==> src/rtl/alloc_param_pkg.sv <==
`timescale 1ns/1ps
package alloc_param_pkg;

  // Strobes from control to datapath, one cycle each
  typedef struct packed {
    logic paramWrite;  // capture parameter word, pulse memory enable
    logic timerLoad;   // capture timer word into the pending slot
    logic timerFire;   // pending slot is written this cycle
    logic onuUpdate;   // apply ONU record to the vectors
    logic frameWrap;   // last cycle of the current frame
  } ctrlStrobes_t;

  localparam logic [1:0] TIMER_ACTIVE = 2'b11;
  localparam logic [1:0] TIMER_IDLE   = 2'b00;

endpackage

==> src/rtl/alloc_param_ctrl.sv <==
`timescale 1ns/1ps
module alloc_param_ctrl
  import alloc_param_pkg::*;
#(
  parameter int ID_W   = 10,
  parameter int FLEN_W = 14
) (
  input  logic              clk,
  input  logic              rstN,
  input  logic [FLEN_W-1:0] frameLen,
  input  logic              allocValid,
  input  logic              allocAct,
  input  logic              onuValid,
  input  logic [ID_W-1:0]   schedAddr,
  output ctrlStrobes_t      strobes
);

  logic [FLEN_W-1:0] cycCnt;
  logic              lastCycle;
  logic              pending;
  logic              schedIdle;

  assign lastCycle = ({1'b0, cycCnt} + (FLEN_W+1)'(1)) >= {1'b0, frameLen};
  assign schedIdle = (schedAddr == '0);

  always_ff @(posedge clk or negedge rstN) begin
    if (!rstN) begin
      cycCnt <= '0;
    end else if (lastCycle) begin
      cycCnt <= '0;
    end else begin
      cycCnt <= cycCnt + FLEN_W'(1);
    end
  end

  // Deferred timer write: a new record always (re)arms the slot
  always_ff @(posedge clk or negedge rstN) begin
    if (!rstN) begin
      pending <= 1'b0;
    end else if (allocValid) begin
      pending <= 1'b1;
    end else if (schedIdle) begin
      pending <= 1'b0;
    end
  end

  always_comb begin
    strobes.paramWrite = allocValid & allocAct;
    strobes.timerLoad  = allocValid;
    strobes.timerFire  = pending & schedIdle;
    strobes.onuUpdate  = onuValid;
    strobes.frameWrap  = lastCycle;
  end

  assert_cnt_bound_R1: assert property (@(posedge clk) disable iff (!rstN)
    ($stable(frameLen) && frameLen >= FLEN_W'(2)) |-> (cycCnt < frameLen));

  assert_pending_hold_R6: assert property (@(posedge clk) disable iff (!rstN)
    (pending && !schedIdle) |=> pending);

endmodule

==> src/rtl/alloc_param_dp.sv <==
`timescale 1ns/1ps
module alloc_param_dp
  import alloc_param_pkg::*;
#(
  parameter int ID_W    = 10,
  parameter int TB_W    = 16,
  parameter int SDI_W   = 13,
  parameter int FLAGS_W = 16,
  parameter int ONU_CNT = 128,
  parameter int ONU_ID_W = 8,
  parameter int FNUM_W  = 16,
  localparam int PARAM_W = 2*TB_W + FLAGS_W,
  localparam int TIMER_W = 2 + SDI_W
) (
  input  logic                clk,
  input  logic                rstN,
  input  ctrlStrobes_t        strobes,
  input  logic                allocAct,
  input  logic [ID_W-1:0]     allocId,
  input  logic [TB_W-1:0]     maxTb,
  input  logic [TB_W-1:0]     minTb,
  input  logic [SDI_W-1:0]    minSdi,
  input  logic [FLAGS_W-1:0]  flagsWord,
  input  logic [ONU_ID_W+1:0] onuRec,
  output logic                paramEn,
  output logic [ID_W-1:0]     paramAddr,
  output logic [PARAM_W-1:0]  paramData,
  output logic                timerEn,
  output logic [ID_W-1:0]     timerAddr,
  output logic [TIMER_W-1:0]  timerData,
  output logic [ONU_CNT-1:0]  onuActive,
  output logic [ONU_CNT-1:0]  onuFec,
  output logic [FNUM_W-1:0]   frameNum,
  output logic                frameTick
);

  localparam int ONU_IDX_W = $clog2(ONU_CNT);
  localparam logic [ONU_ID_W:0] ONU_LIMIT = ONU_CNT[ONU_ID_W:0];

  logic [ONU_ID_W-1:0]  onuId;
  logic [ONU_IDX_W-1:0] onuIdx;
  logic                 onuInRange;
  logic                 onuAct;
  logic                 onuFecBit;

  assign onuId      = onuRec[ONU_ID_W-1:0];
  assign onuIdx     = onuId[ONU_IDX_W-1:0];
  assign onuAct     = onuRec[ONU_ID_W];
  assign onuFecBit  = onuRec[ONU_ID_W+1];
  assign onuInRange = ({1'b0, onuId} < ONU_LIMIT);

  // Parameter memory port: registered, one-cycle write
  always_ff @(posedge clk or negedge rstN) begin
    if (!rstN) begin
      paramEn   <= 1'b0;
      paramAddr <= '0;
      paramData <= '0;
    end else begin
      paramEn <= strobes.paramWrite;
      if (strobes.paramWrite) begin
        paramAddr <= allocId;
        paramData <= {maxTb, minTb, flagsWord};
      end
    end
  end

  // Pending timer word
  always_ff @(posedge clk or negedge rstN) begin
    if (!rstN) begin
      timerAddr <= '0;
      timerData <= '0;
    end else if (strobes.timerLoad) begin
      timerAddr <= allocId;
      timerData <= allocAct ? {TIMER_ACTIVE, minSdi} : {TIMER_IDLE, {SDI_W{1'b0}}};
    end
  end

  assign timerEn = strobes.timerFire;

  // ONU vectors: one flop pair per ONU
  for (genvar g = 0; g < ONU_CNT; g++) begin : g_onu
    always_ff @(posedge clk or negedge rstN) begin
      if (!rstN) begin
        onuActive[g] <= 1'b0;
        onuFec[g]    <= 1'b0;
      end else if (strobes.onuUpdate && onuInRange && onuIdx == ONU_IDX_W'(g)) begin
        onuActive[g] <= onuAct;
        onuFec[g]    <= onuFecBit;
      end
    end
  end

  // Frame strobe and number
  always_ff @(posedge clk or negedge rstN) begin
    if (!rstN) begin
      frameTick <= 1'b0;
      frameNum  <= '0;
    end else begin
      frameTick <= strobes.frameWrap;
      if (strobes.frameWrap) begin
        frameNum <= frameNum + FNUM_W'(1);
      end
    end
  end

  assert_fnum_step_R2: assert property (@(posedge clk) disable iff (!rstN)
    !$stable(frameNum) |-> (frameTick && frameNum == $past(frameNum) + FNUM_W'(1)));

  assert_onu_ignore_R9: assert property (@(posedge clk) disable iff (!rstN)
    (strobes.onuUpdate && !onuInRange) |=> ($stable(onuActive) && $stable(onuFec)));

endmodule

==> src/rtl/alloc_param_init.sv <==
`timescale 1ns/1ps
module alloc_param_init
  import alloc_param_pkg::*;
#(
  parameter int ID_W     = 10,
  parameter int TB_W     = 16,
  parameter int SDI_W    = 13,
  parameter int FLAGS_W  = 16,
  parameter int ONU_CNT  = 128,
  parameter int ONU_ID_W = 8,
  parameter int FNUM_W   = 16,
  parameter int FLEN_W   = 14,
  localparam int PARAM_W = 2*TB_W + FLAGS_W,
  localparam int TIMER_W = 2 + SDI_W
) (
  input  logic                clk,
  input  logic                rstN,
  input  logic [FLEN_W-1:0]   frameLen,
  input  logic                allocValid,
  input  logic [ID_W:0]       allocRec,
  input  logic [TB_W-1:0]     maxTb,
  input  logic [TB_W-1:0]     minTb,
  input  logic [SDI_W-1:0]    minSdi,
  input  logic [FLAGS_W-1:0]  flagsWord,
  input  logic                onuValid,
  input  logic [ONU_ID_W+1:0] onuRec,
  input  logic [ID_W-1:0]     schedAddr,
  output logic                paramEn,
  output logic                paramWe,
  output logic [ID_W-1:0]     paramAddr,
  output logic [PARAM_W-1:0]  paramData,
  output logic                timerEn,
  output logic                timerWe,
  output logic [ID_W-1:0]     timerAddr,
  output logic [TIMER_W-1:0]  timerData,
  output logic [ONU_CNT-1:0]  onuActive,
  output logic [ONU_CNT-1:0]  onuFec,
  output logic [FNUM_W-1:0]   frameNum,
  output logic                frameTick
);

  ctrlStrobes_t strobes;
  logic         allocAct;

  assign allocAct = allocRec[ID_W];

  alloc_param_ctrl #(.ID_W(ID_W), .FLEN_W(FLEN_W)) u_ctrl (
    .clk(clk), .rstN(rstN), .frameLen(frameLen),
    .allocValid(allocValid), .allocAct(allocAct),
    .onuValid(onuValid), .schedAddr(schedAddr), .strobes(strobes)
  );

  alloc_param_dp #(
    .ID_W(ID_W), .TB_W(TB_W), .SDI_W(SDI_W), .FLAGS_W(FLAGS_W),
    .ONU_CNT(ONU_CNT), .ONU_ID_W(ONU_ID_W), .FNUM_W(FNUM_W)
  ) u_dp (
    .clk(clk), .rstN(rstN), .strobes(strobes),
    .allocAct(allocAct), .allocId(allocRec[ID_W-1:0]),
    .maxTb(maxTb), .minTb(minTb), .minSdi(minSdi), .flagsWord(flagsWord),
    .onuRec(onuRec),
    .paramEn(paramEn), .paramAddr(paramAddr), .paramData(paramData),
    .timerEn(timerEn), .timerAddr(timerAddr), .timerData(timerData),
    .onuActive(onuActive), .onuFec(onuFec),
    .frameNum(frameNum), .frameTick(frameTick)
  );

  assign paramWe = paramEn;
  assign timerWe = timerEn;

  assert_param_src_R3: assert property (@(posedge clk) disable iff (!rstN)
    paramEn |-> ($past(allocValid) && $past(allocRec[ID_W])));

  assert_defer_R6: assert property (@(posedge clk) disable iff (!rstN)
    (schedAddr != '0) |-> !timerEn);

  assert_single_fire_R7: assert property (@(posedge clk) disable iff (!rstN)
    (timerEn && !allocValid) |=> !timerEn);

  assert_tick_single_R1: assert property (@(posedge clk) disable iff (!rstN)
    (frameTick && frameLen >= FLEN_W'(2)) |=> !frameTick);

endmodule

==> config.mk <==
export PLATFORM = sky130hd
export DESIGN_NAME = alloc_param_init
export DESIGN_NICKNAME = d
export VERILOG_FILES = /design/src/rtl/alloc_param_pkg.sv /design/src/rtl/alloc_param_ctrl.sv /design/src/rtl/alloc_param_dp.sv /design/src/rtl/alloc_param_init.sv
export SDC_FILE = /design/constraint.sdc
export NUM_CORES = 1
export LEC_CHECK = 0
export ABC_AREA = 1
export BUFFER_PORTS_ARGS = -buffer_cell sky130_fd_sc_hd__buf_2
export CORE_AREA = 4 4 179 181
export DETAILED_ROUTE_END_ITERATION = 8
export DIE_AREA = 0 0 183 185
export PLACE_DENSITY = 0.84
export REMOVE_ABC_BUFFERS = 1
export SLEW_MARGIN = 30
export SYNTH_ARGS = -nofsm -noshare
export SYNTH_HDL_FRONTEND = slang
export SYNTH_SLANG_ARGS = --single-unit
==> constraint.sdc <==
create_clock -name clk -period 6.95 [get_ports clk]
set_input_delay 0.3475 -clock clk [delete_from_list [all_inputs] [get_ports clk]]
set_output_delay 0.3475 -clock clk [all_outputs]
set_load 0.01 [all_outputs]
==> reports/summary.json <==
{
  "drt": {
    "number_of_routed_nets_with_antenna_violations": 0,
    "met2_wirelength_um": 22000,
    "met3_length_um": 4210,
    "drt_first_iter_violations": 1020,
    "routed_wire_length_per_instance_um": 18.2,
    "vias": 13100,
    "maxUsedRoutingLayer": "met5",
    "detail_route.wirelength.met1_um": 16500,
    "drtPass1Iterations": 5,
    "wirelength_um": 45300,
    "viasPerCell": 5.27,
    "post-route-drc-count": 0
  },
  "sta": {
    "timing.slew.headroom_pct": 35.2,
    "timing.fmax_mhz": 312,
    "post-route-period-util_pct": 46.2,
    "finalSetupViolations": 0,
    "fin_hold_ws_ns": 0.0214,
    "max_slew.worst_pin.slew_ns": 0.972,
    "report.final.hold_viol_count": 0,
    "final_period_demand_of_the_worst_path_ns": 3.21,
    "setup_tns_ns": 0,
    "worst_clock_skew_ns": 0.0155,
    "maxSlewViolCount": 0,
    "final.setup.worst_slack_ns": 3.74,
    "grt_setup_unrepaired": "false"
  },
  "floorplanning": {
    "initial_utilization_pct": 48.5,
    "design.core.area_mm2": 0.0304,
    "die_x_um": 183,
    "ioPinCount": 470,
    "floorplan.rows": 64,
    "dieArea_mm2": 0.0339,
    "die_boundary_height_um": 185
  },
  "critical_path": {
    "worst-endpoint-required_ns": 7.39,
    "startpoint": "u_ctrl.cycCnt[0]",
    "worst-endpoint-arrival_ns": 3.65,
    "type_of_element_launching_the_critical_path": "register",
    "critical_path.reg2reg.startpoint": "u_ctrl.cycCnt[0]",
    "rr_worst_depth": 12,
    "critical_path.reg2reg.endpoint": "u_dp.frameNum[4]",
    "setup.reg_to_reg.worst_slack_ns": 3.74,
    "worstSetupPathType": "reg2reg",
    "cp-end-kind": "register",
    "critical_path_peak_fanout": 31,
    "critPathCapture": "u_dp.frameNum[4]"
  },
  "logic_synthesis": {
    "post_synth.cell_area_avg_um2": 9.27,
    "synth_area_mm2": 0.0148,
    "synth_top_area_share_pct": 62.9,
    "synth.largest_area_cell": "sky130_fd_sc_hd__dfrtp_1",
    "yosysWarningCount": 0,
    "synth-async-reset-ratio_pct": 100,
    "yosys_most_used_dff": "sky130_fd_sc_hd__dfrtp_1",
    "post_synth_num_cell_types": 34,
    "synth_edf_count": 0,
    "synthTopCellsByArea": "sky130_fd_sc_hd__dfrtp_1, sky130_fd_sc_hd__nand2_1, sky130_fd_sc_hd__o21ai_0",
    "synth_seq_area_share_pct": 62.9,
    "ys_ff_latch": 371,
    "syn-instance-count": 1592
  },
  "final_layout": {
    "area_taken_by_flip_flops_and_latches_mm2": 0.00928,
    "multiInputGateArea_mm2": 0.00500,
    "final_nets": 2186,
    "layout_common_cells": "sky130_fd_sc_hd__nand2_1, sky130_fd_sc_hd__buf_2, sky130_fd_sc_hd__dfrtp_1",
    "layout-area-overhead-vs-synth_pct": 27.3,
    "mostFrequentLayoutCell": "sky130_fd_sc_hd__nand2_1",
    "layout.filler_cells": 2456,
    "finalNonFillerCells": 2488,
    "drive_above_1_share_pct": 26.9,
    "finish.utilization_pct": 61.7
  },
  "job": {
    "drv_cap": 0
  },
  "placed_design": {
    "placement.io_buffers": 469,
    "place_hpwl_um": 32100,
    "gpl.final_weighted_congestion": 0.855,
    "dp.cells": 2410,
    "pre_cts_ws_ns": 3.80
  },
  "cts": {
    "cts_tree": "yes",
    "clk_pin_slew_ns": 0.06,
    "post-cts-setup-buffer-count": 0,
    "insertion_delay_ns": 0.52,
    "clock_sink_count": 371,
    "cts_buffer_depth": 3,
    "numCtsBuffers": 37,
    "clock_tree.htree_level_count": 2,
    "buffer_type_at_the_clock_tree_root": "sky130_fd_sc_hd__clkbuf_16"
  },
  "global_route": {
    "globalRoute.totalOverflow": 0,
    "groute.usage.overall_pct": 26.1,
    "grt_first_pass_wirelength_um": 70800,
    "grt_antenna_before_repair": 6,
    "grt_max_degree": 139,
    "grt_pass1_vias": 13200
  },
  "worst_hold_path": {
    "hold_path_class": "in2reg"
  },
  "pwr": {
    "power.ir.vdd_worst_uv": 188,
    "leakage_uw": 0.0102,
    "pwr_density_cell_mw_per_mm2": 268
  },
  "status": {
    "run_status": "finished, final reports clean"
  }
}
[Yosys cell counts (4+ instances only)]
cell	number
sky130_fd_sc_hd__buf_4	5
sky130_fd_sc_hd__nand3_1	28
sky130_fd_sc_hd__nor2_1	70
sky130_fd_sc_hd__inv_2	4
sky130_fd_sc_hd__inv_1	47
sky130_fd_sc_hd__o21ai_0	244
sky130_fd_sc_hd__o21ai_1	14
sky130_fd_sc_hd__a22o_1	13
sky130_fd_sc_hd__buf_2	6
sky130_fd_sc_hd__buf_6	4
sky130_fd_sc_hd__ha_1	16
sky130_fd_sc_hd__clkbuf_1	44
sky130_fd_sc_hd__dfrtp_1	371
sky130_fd_sc_hd__a21oi_1	5
sky130_fd_sc_hd__xnor2_1	7
sky130_fd_sc_hd__nor3_4	6
sky130_fd_sc_hd__xor2_1	14
sky130_fd_sc_hd__nand2_1	671
[metal layers]
| metal | track usage (%) | vias to the layer above |
|---|---|---|
| met3 | 6.72 | 153 |
| met4 | 13.2 | 4 |
| met5 | 0 | - |
| met2 | 43.5 | 654 |
| li1 | - | 6062 |
| met1 | 31.7 | 6244 |
[worst max-delay path: stages (launching register included)]
cell and delay, ns:
sky130_fd_sc_hd__dfrtp_1 0.40, sky130_fd_sc_hd__nand3_1 0.20, sky130_fd_sc_hd__nor3_1 0.40, sky130_fd_sc_hd__nand2_1 0.15
sky130_fd_sc_hd__xor2_1 0.21, sky130_fd_sc_hd__inv_1 0.07, sky130_fd_sc_hd__ha_1 0.27, sky130_fd_sc_hd__nand3_1 0.07
sky130_fd_sc_hd__nor2_1 0.25, sky130_fd_sc_hd__nand3_2 0.35, sky130_fd_sc_hd__nand3_2 0.55, sky130_fd_sc_hd__nand2_1 0.10
sky130_fd_sc_hd__nand2_1 0.10
[timing repair]
item	CTS	global route
hold endpoints to repair	95	0
gates resized for setup	0	0
hold buffers	5	0
setup endpoints to repair	0	0
[power breakdown]
group / total, uW / switching (uW) / internal (uW)
registers: 2400 / 93.6 / 2310
clock network: 1990 / 837 / 1150
logic: 651 / 413 / 238
total: 5040 / 1340 / 3700
[area by class of cell]
type	count	area share, %
sequential	371	49.4
multi-input combinational	1109	26.6
timing repair buffer	489	13.6
clock buffer	60	5.98
tap	396	2.64
inverter	52	1.13
clock inverter	7	0.493
antenna	4	0.0533
[cells by family after synthesis]
| kind of cell | after synthesis | share of synthesized area [%] |
|---|---|---|
| fa+ha+maj | 16 | 1.36 |
| compound gates | 282 | 10.0 |
| flops | 371 | 62.9 |
| simple gates | 790 | 21.1 |
| buf+inv | 112 | 3.32 |
| xor+xnor | 21 | 1.25 |
[sequential cells by signal, summed over array words and instances (netlist names)]
register	count
u_ctrl.cycCnt	14
u_ctrl.pending	1
u_dp.frameNum	16
u_dp.frameTick	1
u_dp.onuActive	128
u_dp.onuFec	128
u_dp.paramAddr	10
u_dp.paramData	48
u_dp.paramEn	1
u_dp.timerAddr	10
u_dp.timerData	14
[how the worst min path moves through the flow]
stage | end | depth (start not counted) | slack (ns) | startpoint
after floorplan | u_ctrl.cycCnt[0] | 0 | 0.05 | rstN
after global placement | u_dp.paramData[16] | 1 | 0.41 | rstN
after detailed placement | u_dp.paramData[33] | 1 | 0.40 | rstN
after CTS | u_dp.paramData[40] | 3 | 0.0005 | maxTb[8]
after global routing | u_dp.paramData[36] | 3 | 0.02 | maxTb[4]
final | u_dp.paramData[24] | 3 | 0.02 | minTb[8]
[through the flow]
step           cell area [um2]  power (uW)
2_1_floorplan            14500        2750
3_3_place_gp             17400        3050
3_5_place_dp             17500        3090
4_1_cts                  18700        5070
5_1_grt                  18800        5260
6_report                 18800        5040
(Power assumes the default switching activity.)
